===== config.mk =====
export PLATFORM = sky130hd
export DESIGN_NAME = sci_status_uart
export DESIGN_NICKNAME = d
export VERILOG_FILES = /design/src/rtl/uart_pkg.sv /design/src/rtl/uart_rx.sv /design/src/rtl/uart_tx.sv /design/src/rtl/uart_status.sv /design/src/rtl/sci_status_uart.sv
export SDC_FILE = /design/constraint.sdc
export NUM_CORES = 1
export LEC_CHECK = 0
export ABC_AREA = 1
export BUFFER_PORTS_ARGS = -buffer_cell sky130_fd_sc_hd__buf_2
export CAP_MARGIN = 20
export CORE_ASPECT_RATIO = 1.75
export CORE_UTILIZATION = 45
export DETAILED_ROUTE_END_ITERATION = 8
export PLACE_DENSITY = 0.67
export SKIP_LAST_GASP = 1
export SLEW_MARGIN = 20
export SYNTH_ARGS = -nofsm -noshare
export SYNTH_HDL_FRONTEND = slang
export SYNTH_SLANG_ARGS = --single-unit

===== constraint.sdc =====
create_clock -name clk -period 2.2 [get_ports clk]
set_clock_uncertainty 0.1 [all_clocks]
set_input_delay 0.55 -clock clk [delete_from_list [all_inputs] [get_ports clk]]
set_output_delay 0.55 -clock clk [all_outputs]
set_load 0.02 [all_outputs]

===== src/rtl/uart_pkg.sv =====
package uart_pkg;
  localparam int ST_W = 8;
  // status bit positions, MSB first
  localparam int ST_OVR  = 7;
  localparam int ST_FRM  = 6;
  localparam int ST_PAR  = 5;
  localparam int ST_ADR  = 4;
  localparam int ST_BRK  = 3;
  localparam int ST_RDY  = 2;
  localparam int ST_BEMP = 1;
  localparam int ST_SEMP = 0;
  localparam logic [ST_W-1:0] ST_RST = 8'h03;

  // register offsets
  localparam int REG_DATA  = 0;
  localparam int REG_STAT  = 1;
  localparam int REG_CFG   = 2;
  localparam int REG_MATCH = 3;
  localparam int REG_MASK  = 4;

  typedef struct packed {
    logic addr_mode;
    logic par_odd;
    logic par_en;
  } cfg_t;

  typedef enum logic [2:0] {
    RX_IDLE, RX_START, RX_DATA, RX_PARB, RX_STOP, RX_HOLD
  } rx_state_t;
endpackage


===== src/rtl/uart_rx.sv =====
module uart_rx
  import uart_pkg::*;
#(
  parameter int DW  = 8,
  parameter int OSR = 16
) (
  input  logic          clk,
  input  logic          rst,
  input  logic          tick,
  input  logic          rxd,
  input  logic          par_en,
  input  logic          par_odd,
  output logic          done,
  output logic [DW-1:0] data,
  output logic          perr,
  output logic          ferr,
  output logic          brk
);
  localparam int CW = $clog2(OSR);
  localparam int BW = $clog2(DW);
  localparam logic [CW-1:0] MID  = CW'(OSR/2 - 1);
  localparam logic [CW-1:0] LAST = CW'(OSR - 1);
  localparam logic [BW-1:0] LASTBIT = BW'(DW - 1);

  logic [1:0]    sync;
  logic          rx_s;
  rx_state_t     state;
  logic [CW-1:0] cnt;
  logic [BW-1:0] bitn;
  logic [DW-1:0] shreg;
  logic          par_bit;
  logic          all_low;
  logic          exp_par;
  logic          brk_now;

  assign rx_s    = sync[1];
  assign exp_par = par_odd ? ~(^shreg) : ^shreg;
  assign brk_now = all_low & ~rx_s;

  always_ff @(posedge clk) begin
    if (rst) sync <= 2'b11;
    else     sync <= {sync[0], rxd};
  end

  always_ff @(posedge clk) begin
    if (rst) begin
      state   <= RX_IDLE;
      cnt     <= '0;
      bitn    <= '0;
      shreg   <= '0;
      par_bit <= 1'b0;
      all_low <= 1'b0;
      done    <= 1'b0;
      data    <= '0;
      perr    <= 1'b0;
      ferr    <= 1'b0;
      brk     <= 1'b0;
    end else begin
      done <= 1'b0;
      case (state)
        RX_IDLE: begin
          if (tick && !rx_s) begin
            state <= RX_START;
            cnt   <= '0;
          end
        end
        RX_START: begin
          if (tick) begin
            if (cnt == MID) begin
              cnt <= '0;
              if (!rx_s) begin
                state   <= RX_DATA;
                bitn    <= '0;
                all_low <= 1'b1;
              end else begin
                state <= RX_IDLE;
              end
            end else begin
              cnt <= cnt + 1'b1;
            end
          end
        end
        RX_DATA: begin
          if (tick) begin
            if (cnt == LAST) begin
              cnt     <= '0;
              shreg   <= {rx_s, shreg[DW-1:1]};
              all_low <= all_low & ~rx_s;
              if (bitn == LASTBIT) state <= par_en ? RX_PARB : RX_STOP;
              else                 bitn  <= bitn + 1'b1;
            end else begin
              cnt <= cnt + 1'b1;
            end
          end
        end
        RX_PARB: begin
          if (tick) begin
            if (cnt == LAST) begin
              cnt     <= '0;
              par_bit <= rx_s;
              all_low <= all_low & ~rx_s;
              state   <= RX_STOP;
            end else begin
              cnt <= cnt + 1'b1;
            end
          end
        end
        RX_STOP: begin
          if (tick) begin
            if (cnt == LAST) begin
              cnt   <= '0;
              done  <= 1'b1;
              data  <= shreg;
              brk   <= brk_now;
              ferr  <= ~rx_s & ~brk_now;
              perr  <= par_en & (par_bit != exp_par) & ~brk_now;
              state <= rx_s ? RX_IDLE : RX_HOLD;
            end else begin
              cnt <= cnt + 1'b1;
            end
          end
        end
        RX_HOLD: begin
          if (rx_s) state <= RX_IDLE;
        end
        default: state <= RX_IDLE;
      endcase
    end
  end
endmodule


===== src/rtl/uart_tx.sv =====
module uart_tx #(
  parameter int DW  = 8,
  parameter int OSR = 16
) (
  input  logic          clk,
  input  logic          rst,
  input  logic          tick,
  input  logic          par_en,
  input  logic          par_odd,
  input  logic          wr_en,
  input  logic [DW-1:0] wr_data,
  output logic          txd,
  output logic          busy,
  output logic          xfer,
  output logic          fin
);
  localparam int FW = DW + 3;
  localparam int CW = $clog2(OSR);
  localparam int LW = $clog2(FW + 1);
  localparam logic [CW-1:0] LAST = CW'(OSR - 1);

  logic [DW-1:0] buf_q;
  logic          full_q;
  logic [FW-1:0] sh;
  logic [FW-1:0] frame;
  logic [LW-1:0] left;
  logic [CW-1:0] cnt;
  logic          pbit;

  always_comb begin
    pbit  = par_odd ? ~(^buf_q) : ^buf_q;
    frame = {1'b1, (par_en ? pbit : 1'b1), buf_q, 1'b0};
  end

  always_ff @(posedge clk) begin
    if (rst) begin
      buf_q  <= '0;
      full_q <= 1'b0;
      sh     <= '1;
      left   <= '0;
      cnt    <= '0;
      busy   <= 1'b0;
      txd    <= 1'b1;
      xfer   <= 1'b0;
      fin    <= 1'b0;
    end else begin
      xfer <= 1'b0;
      fin  <= 1'b0;
      if (!busy) begin
        if (full_q && tick) begin
          txd    <= frame[0];
          sh     <= frame >> 1;
          left   <= par_en ? LW'(FW - 1) : LW'(FW - 2);
          cnt    <= '0;
          busy   <= 1'b1;
          full_q <= 1'b0;
          xfer   <= 1'b1;
        end
      end else if (tick) begin
        if (cnt == LAST) begin
          cnt <= '0;
          if (left == '0) begin
            busy <= 1'b0;
            txd  <= 1'b1;
            fin  <= ~full_q;
          end else begin
            txd  <= sh[0];
            sh   <= sh >> 1;
            left <= left - 1'b1;
          end
        end else begin
          cnt <= cnt + 1'b1;
        end
      end
      if (wr_en) begin
        buf_q  <= wr_data;
        full_q <= 1'b1;
      end
    end
  end
endmodule


===== src/rtl/uart_status.sv =====
module uart_status #(
  parameter int W = 8,
  parameter logic [W-1:0] RST_VAL = '0
) (
  input  logic         clk,
  input  logic         rst,
  input  logic [W-1:0] set,
  input  logic         clr_wr,
  input  logic [W-1:0] clr_data,
  output logic [W-1:0] q
);
  logic [W-1:0] keep;
  assign keep = clr_wr ? clr_data : {W{1'b1}};

  always_ff @(posedge clk) begin
    if (rst) q <= RST_VAL;
    else     q <= (q & keep) | set;
  end
endmodule


===== src/rtl/sci_status_uart.sv =====
module sci_status_uart
  import uart_pkg::*;
#(
  parameter int DATA_W = 8,
  parameter int OSR    = 16,
  parameter int ADDR_W = 3
) (
  input  logic              clk,
  input  logic              rst,
  input  logic              tick16,
  input  logic              rxd,
  output logic              txd,
  input  logic              cpu_wr,
  input  logic              cpu_rd,
  input  logic [ADDR_W-1:0] cpu_addr,
  input  logic [DATA_W-1:0] cpu_wdata,
  output logic [DATA_W-1:0] cpu_rdata,
  output logic              irq
);
  cfg_t              cfg_q;
  logic [DATA_W-1:0] match_q;
  logic [ST_W-1:0]   mask_q;
  logic [DATA_W-1:0] rx_buf;
  logic              unread;
  logic [ST_W-1:0]   status_q;
  logic [ST_W-1:0]   hw_set;

  logic              rx_done, rx_perr, rx_ferr, rx_brk;
  logic [DATA_W-1:0] rx_data;
  logic              rx_match, rx_load, rd_data;
  logic              tx_busy, tx_xfer, tx_fin;

  logic wr_data_sel, wr_stat_sel, wr_cfg_sel, wr_match_sel, wr_mask_sel;
  assign wr_data_sel  = cpu_wr && (cpu_addr == ADDR_W'(REG_DATA));
  assign wr_stat_sel  = cpu_wr && (cpu_addr == ADDR_W'(REG_STAT));
  assign wr_cfg_sel   = cpu_wr && (cpu_addr == ADDR_W'(REG_CFG));
  assign wr_match_sel = cpu_wr && (cpu_addr == ADDR_W'(REG_MATCH));
  assign wr_mask_sel  = cpu_wr && (cpu_addr == ADDR_W'(REG_MASK));
  assign rd_data      = cpu_rd && (cpu_addr == ADDR_W'(REG_DATA));

  uart_rx #(.DW(DATA_W), .OSR(OSR)) u_rx (
    .clk(clk), .rst(rst), .tick(tick16), .rxd(rxd),
    .par_en(cfg_q.par_en), .par_odd(cfg_q.par_odd),
    .done(rx_done), .data(rx_data), .perr(rx_perr), .ferr(rx_ferr), .brk(rx_brk)
  );

  uart_tx #(.DW(DATA_W), .OSR(OSR)) u_tx (
    .clk(clk), .rst(rst), .tick(tick16),
    .par_en(cfg_q.par_en), .par_odd(cfg_q.par_odd),
    .wr_en(wr_data_sel), .wr_data(cpu_wdata),
    .txd(txd), .busy(tx_busy), .xfer(tx_xfer), .fin(tx_fin)
  );

  assign rx_match = (rx_data == match_q);
  assign rx_load  = rx_done && !rx_brk && (!cfg_q.addr_mode || rx_match || rx_ferr);

  always_comb begin
    hw_set          = '0;
    hw_set[ST_OVR]  = rx_load && unread && !rd_data;
    hw_set[ST_FRM]  = rx_load && rx_ferr;
    hw_set[ST_PAR]  = rx_load && rx_perr;
    hw_set[ST_ADR]  = rx_load && cfg_q.addr_mode && rx_match;
    hw_set[ST_BRK]  = rx_done && rx_brk;
    hw_set[ST_RDY]  = rx_load;
    hw_set[ST_BEMP] = tx_xfer;
    hw_set[ST_SEMP] = tx_fin;
  end

  uart_status #(.W(ST_W), .RST_VAL(ST_RST)) u_stat (
    .clk(clk), .rst(rst), .set(hw_set),
    .clr_wr(wr_stat_sel), .clr_data(ST_W'(cpu_wdata)), .q(status_q)
  );

  always_ff @(posedge clk) begin
    if (rst) begin
      cfg_q   <= '0;
      match_q <= '0;
      mask_q  <= '0;
      rx_buf  <= '0;
      unread  <= 1'b0;
    end else begin
      if (wr_cfg_sel)   cfg_q   <= cfg_t'(cpu_wdata[$bits(cfg_t)-1:0]);
      if (wr_match_sel) match_q <= cpu_wdata;
      if (wr_mask_sel)  mask_q  <= ST_W'(cpu_wdata);
      if (rx_load) begin
        rx_buf <= rx_data;
        unread <= 1'b1;
      end else if (rd_data) begin
        unread <= 1'b0;
      end
    end
  end

  always_ff @(posedge clk) begin
    if (rst) begin
      cpu_rdata <= '0;
      irq       <= 1'b0;
    end else begin
      irq <= |(status_q & mask_q);
      if (cpu_rd) begin
        case (int'(cpu_addr))
          REG_DATA:  cpu_rdata <= rx_buf;
          REG_STAT:  cpu_rdata <= DATA_W'(status_q);
          REG_CFG:   cpu_rdata <= DATA_W'(cfg_q);
          REG_MATCH: cpu_rdata <= match_q;
          REG_MASK:  cpu_rdata <= DATA_W'(mask_q);
          default:   cpu_rdata <= '0;
        endcase
      end
    end
  end
endmodule


==> results.json, run 1 <==
{
  "p_per_area_mw_per_mm2": 828,
  "ys_async_sr_fraction_pct": 0,
  "diodes": 0,
  "drt-initial-drc-count": 304,
  "netlist_instances": 723,
  "rsz0062_at_grt": "false",
  "core_area_sq_mm": 0.0111,
  "ys_top_cells_by_area": "dfxtp_1 43%, nand2_1 11%, o21ai_0 8.3%, a21oi_1 8.0%, inv_1 6.1%",
  "synth_edf_count": 0,
  "root_buffer": "clkbuf_16",
  "post-route-drc-count": 0,
  "synth_flop_cell": "dfxtp_1",
  "cts_tree": "yes",
  "cts-buffers-inserted": 9,
  "hold_slack_ns": 0.283,
  "status": "finished clean",
  "hold_violations": 0,
  "drv_cap": 0,
  "place_congestion": 0.917,
  "avgSynthCellArea_sq_um": 7.11,
  "grt_pass1_wl_microns": 20400,
  "ios": 27,
  "initial_core_util_pct": 46.3,
  "drv_slew": 0,
  "yosys.cell_types.count": 38,
  "dp_hpwl_microns": 9460,
  "synth_fp_nets": 746,
  "cp-end-kind": "flop",
  "final_cells": 876,
  "vias_per_cell": 5.37,
  "io_buffers": 26,
  "max-vdd-ir-drop_mv": 0.591,
  "grt_usage_pct": 23.0,
  "fill_cells": 1112,
  "clk_pin_slew_ns": 0.07,
  "worst_slew_margin_rel_pct": 63.5,
  "ys_seq_area_share_pct": 43.2,
  "fp.dieW_microns": 82.8,
  "cp.arrival_ns": 2.01,
  "syn2layout_area_growth_pct": 10.3,
  "final_common_cell": "nand2_1",
  "ys_ff_latch": 111,
  "synth_top_area_share_pct": 43.2,
  "cts_setup_buffers": 0,
  "hold_depth": 2,
  "final_util_pct": 51.1,
  "drive_above_1_share_pct": 9.95,
  "cts_max_level": 3,
  "min_period_ns": 1.87,
  "wl_microns": 12900,
  "placedCellCount": 861,
  "cts_resized": 0,
  "tns_ns": 0,
  "cts_buffer_depth": 2,
  "grt_pass1_vias": 4302,
  "grt_overflow": 0,
  "hp-class": "primary input to flop",
  "fmax_mhz": 535,
  "seq_area_sq_mm": 0.00222,
  "crit_path_start": "u_tx.cnt[0]$_SDFFE_PP0P_",
  "fin_crit_sh_pct": 85.0,
  "reg2reg_depth": 7,
  "wl_per_cell_microns": 14.7,
  "cp_max_fo": 20,
  "vias": 4702,
  "yosysTopAreaCell": "dfxtp_1",
  "leakage_nw": 2.38,
  "nNetsFinal": 763,
  "clock_latency_ns": 0.35,
  "syn_area_sq_mm": 0.00514,
  "hp-start": "rxd",
  "worstMarginPinSlew_ns": 0.546,
  "reg2reg_from": "u_tx.cnt[0]$_SDFFE_PP0P_",
  "yosysWarnings": 0,
  "std_cell_rows": 51,
  "drtAntennaViolNets": 0,
  "layout_common_cells": "153 x nand2_1, 111 x dfxtp_1, 85 x o21ai_0, 83 x inv_1, 82 x a21oi_1",
  "setup_viol": 0,
  "hold_buffers": 0,
  "die_h_microns": 143,
  "die_area_sq_mm": 0.0119,
  "worst_setup_path_start_kind": "flop",
  "firstDrtPassIters": 5,
  "grt_max_degree": 75,
  "cp.required_ns": 2.35,
  "clock_sinks": 111,
  "multi_input_comb_area_sq_mm": 0.00245,
  "grt_antenna_before_repair": 0,
  "critPathKind": "flop to flop",
  "power_mw": 4.70
}
logic make-up (layout without fill, tap and decap cells):
kind of cell	after synthesis	after routing	synth area share (%)
and+or+nand+nor	265	265	21.8
AOI/OAI and AO/OA	206	206	21.5
buffers and inverters	118	139	9.06
DFF	111	111	43.2
xor gates and xnor gates	17	17	2.90
adders and majority gates	6	6	1.46
routing by layer:
metal / part of all wire, % / vias up / global-route usage (%)
li1: - / 2391 / -
met1: 39 / 2151 / 24.1
met2: 50 / 123 / 40.3
met3: 4.4 / 37 / 4.63
met4: 5.8 / 0 / 14.9
met5: 0 / - / 0
per-stage QoR:
step / cell area [sq um] / setup slack (ns)
floorplan: 5140 / 0.617
global placement: 5380 / 0.281
detailed placement: 5380 / 0.185
CTS: 5670 / 0.321
global route: 5670 / 0.109
finish: 5670 / 0.331
final timing paths:
check	to	slack [ns]
max	u_tx.sh[8]$_SDFFE_PP1P_	0.33
min	u_rx.sync[0]$_SDFF_PP1_	0.28
max reg2reg	u_tx.sh[8]$_SDFFE_PP1P_	0.33
min reg2reg	u_rx.sync[1]$_SDFF_PP1_	0.32
synth_stat cells, drive strengths merged, types with 6 or more instances:
cell type    n
xnor2       12
clkbuf      16
o211ai      13
buf         12
inv         89
a21oi       82
dfxtp      111
nand3       31
nand2      161
ha           6
o22ai       14
nor2        63
o21ai       91
registers in the layout, indices dropped and copies added (netlist names), 2 cells and up:
| name | cells |
|---|---|
| cfg_q | 3 |
| cpu_rdata | 8 |
| mask_q | 8 |
| match_q | 8 |
| rx_buf | 8 |
| u_rx.bitn | 3 |
| u_rx.cnt | 4 |
| u_rx.data | 8 |
| u_rx.shreg | 8 |
| u_rx.state | 3 |
| u_rx.sync | 2 |
| u_stat.q | 8 |
| u_tx.buf_q | 8 |
| u_tx.cnt | 4 |
| u_tx.left | 4 |
| u_tx.sh | 11 |
layout make-up:
| class | instances | area share (%) |
|---|---|---|
| multi-input cells | 494 | 43.2 |
| flip-flops and latches | 111 | 39.2 |
| inverters | 90 | 5.98 |
| clock buffers | 10 | 4.04 |
| repair buffers | 34 | 3.57 |
| well taps | 132 | 2.91 |
| clock inverters | 5 | 1.06 |
worst max-delay path: stages, from the launching register on:
cell and delay [ns]:
dfxtp_1 0.38, ha_1 0.22, nand3_1 0.16, nand2_1 0.11, nand3_2 0.31, buf_4 0.29, a21oi_1 0.12, nand2_1 0.06
power breakdown:
group	internal (mW)	switching [mW]
clock network	0.879	0.724
registers	2.11	0.103
logic	0.301	0.578
total	3.29	1.41
No activity file was read; power rests on OpenSTA's default activity.
==> run 2, diff against run 1 <==
--- a/config.mk
+++ b/config.mk
@@ -11,7 +11,7 @@
 export CORE_ASPECT_RATIO = 1.75
 export CORE_UTILIZATION = 45
 export DETAILED_ROUTE_END_ITERATION = 8
-export PLACE_DENSITY = 0.67
+export PLACE_DENSITY = 0.69
 export SKIP_LAST_GASP = 1
 export SLEW_MARGIN = 20
 export SYNTH_ARGS = -nofsm -noshare
==> constraint.sdc (replaced) <==
create_clock -name clk -period 1.6 [get_ports clk]
set_clock_uncertainty 0.1 [all_clocks]
set_input_delay 0.4 -clock clk [delete_from_list [all_inputs] [get_ports clk]]
set_output_delay 0.4 -clock clk [all_outputs]
set_load 0.02 [all_outputs]
==> results.json, run 2 (synthesis gave the netlist of run 1 again) <==
{
  "wl_per_cell_microns": 14.5,
  "std_cell_rows": 51,
  "grt_pass1_vias": 4478,
  "root_buffer": "clkbuf_16",
  "clk_pin_slew_ns": 0.07,
  "hp-start": "rxd",
  "hold_violations": 0,
  "worstMarginPinSlew_ns": 0.402,
  "cts_max_level": 3,
  "grt_overflow": 0,
  "clock_latency_ns": 0.35,
  "dpl_cell_area_sq_mm": 0.00557,
  "grt_usage_pct": 23.0,
  "cp.arrival_ns": 1.79,
  "top_register": "u_tx.sh",
  "reg2reg_depth": 9,
  "vias": 4882,
  "hold_buffers": 0,
  "fill_cells": 1082,
  "min_period_ns": 1.65,
  "hold_depth": 2,
  "switchingPower_mw": 2.17,
  "firstDrtPassIters": 5,
  "finalInstanceArea_sq_mm": 0.00613,
  "place_congestion": 0.884,
  "cts_tree": "yes",
  "diodes": 0,
  "fin_crit_sh_pct": 103,
  "postLayoutSetupSlackWorst_ns": -0.0486,
  "die_area_sq_mm": 0.0119,
  "drive_above_1_share_pct": 17.8,
  "grt_pass1_wl_microns": 20400,
  "drv_cap": 0,
  "core_area_sq_mm": 0.0111,
  "drv_slew": 0,
  "pwr-share-seq_pct": 44.0,
  "setup_viol": 6,
  "min_to": "u_rx.sync[0]$_SDFF_PP1_",
  "final_common_cell": "nand2_1",
  "dp_hpwl_microns": 9730,
  "pre_cts_ws_ns": -0.105,
  "switching_share_pct": 31.3,
  "cts_buffer_depth": 2,
  "status": "complete, but fails checks",
  "wl_microns": 13300,
  "reg2reg_slack_ns": -0.05,
  "rsz0062_at_grt": "true",
  "cp-end-kind": "flop",
  "final_util_pct": 55.3,
  "vias_per_cell": 5.34,
  "power_mw": 6.94,
  "p_per_area_mw_per_mm2": 1130,
  "largest_reg_flops": 11,
  "initial_core_util_pct": 46.3,
  "placedCellCount": 884,
  "tns_ns": -0.145,
  "drtAntennaViolNets": 0,
  "syn2layout_area_growth_pct": 19.4,
  "leakage_nw": 2.62,
  "grt_max_degree": 43,
  "clkPwrFrac_pct": 34.0,
  "max-vdd-ir-drop_mv": 0.819,
  "nNetsFinal": 801,
  "grt_antenna_before_repair": 0,
  "critPathKind": "flop to flop",
  "hp-class": "primary input to flop",
  "reg2reg_to": "u_rx.perr$_SDFFE_PP0P_",
  "worst_slew_margin_rel_pct": 73.2,
  "layout_common_cells": "147 x nand2_1, 104 x dfxtp_1, 80 x inv_1, 80 x o21ai_0, 78 x a21oi_1",
  "clock_sinks": 111,
  "final_cells": 915,
  "violations": "setup timing",
  "fmax_mhz": 607,
  "p_int_mw": 4.77,
  "ios": 27,
  "io_buffers": 26,
  "cp.required_ns": 1.74,
  "worst_setup_path_start_kind": "flop",
  "reg2reg_from": "u_rx.cnt[0]$_SDFFE_PP0P_",
  "hold_slack_ns": 0.128,
  "fp.dieW_microns": 82.8,
  "drt-initial-drc-count": 257,
  "cts-buffers-inserted": 9,
  "cp_max_fo": 7,
  "post-route-drc-count": 0,
  "die_h_microns": 143,
  "p_comb_share_pct": 22.0
}
run 2: changes by cell type in the layout (fill, tap and decap cells not counted), moves of 4 or more:
| cell | previous run | this run |
|---|---|---|
| a21oi_1 | 82 | 78 |
| buf_4 | 7 | 40 |
| o21ai_1 | 5 | 9 |
| nand2_1 | 153 | 147 |
| o21ai_0 | 85 | 80 |
| nand2_4 | 1 | 7 |
| dfxtp_1 | 111 | 104 |
| dfxtp_2 | 0 | 6 |
run 2: critical path, stage by stage, from the launching register on:
cell        delay, ns
dfxtp_2          0.36
ha_4             0.16
nand2_4          0.06
nor2_4           0.14
nand2_4          0.09
nor2_4           0.17
clkinvlp_4       0.18
buf_6            0.17
nand2_2          0.06
a21oi_2          0.05
run 2: final cells by class:
class / instances / area [sq um] / area share (%)
multi-input combinational: 494 / 2560 / 41.8
inverter: 90 / 347 / 5.65
clock buffer: 9 / 225 / 3.67
tap: 132 / 165 / 2.69
clock inverter: 7 / 91.3 / 1.49
sequential: 111 / 2230 / 36.4
timing repair buffer: 71 / 504 / 8.22
timing repair inverter: 1 / 7.51 / 0.122
run 2: timing repair:
item / in CTS / in global routing
pin swaps: 8 / 15
setup buffers: 1 / 14
endpoints found under the setup margin: 17 / 47
gates resized for setup: 17 / 31
gates cloned: 0 / 1
run 2: worst max path at each step:
stage | cells after the start | start | endpoint
floorplan | 9 | u_rx.cnt[0]$_SDFFE_PP0P_ | u_rx.data[4]$_SDFFE_PP0P_
global placement | 10 | u_rx.cnt[0]$_SDFFE_PP0P_ | u_rx.state[1]$_SDFFE_PP0P_
detailed placement | 10 | u_rx.cnt[0]$_SDFFE_PP0P_ | u_rx.state[0]$_SDFFE_PP0P_
CTS | 10 | u_rx.cnt[1]$_SDFFE_PP0P_ | u_rx.bitn[2]$_SDFFE_PP0P_
global route | 9 | u_rx.cnt[0]$_SDFFE_PP0P_ | u_rx.perr$_SDFFE_PP0P_
finish | 9 | u_rx.cnt[0]$_SDFFE_PP0P_ | u_rx.perr$_SDFFE_PP0P_
run 2: per-layer routing:
layer / global-route usage [%] / vias up / share of wire (%)
met3: 3.75 / 41 / 3.4
met2: 44.0 / 110 / 55
met1: 22.4 / 2263 / 37
met5: 0 / - / 0
li1: - / 2468 / -
met4: 11.7 / 0 / 4.5
run 2: power groups by stage:
stage | Clock, mW | Sequential (mW) | Combinational, mW
6_report | 2.36 | 3.05 | 1.53
4_1_cts | 2.40 | 3.04 | 1.35
3_3_place_gp | 0 | 3.09 | 1.24
3_5_place_dp | 0 | 3.09 | 1.28
2_1_floorplan | 0 | 3.07 | 0.940
5_1_grt | 2.51 | 3.07 | 1.69
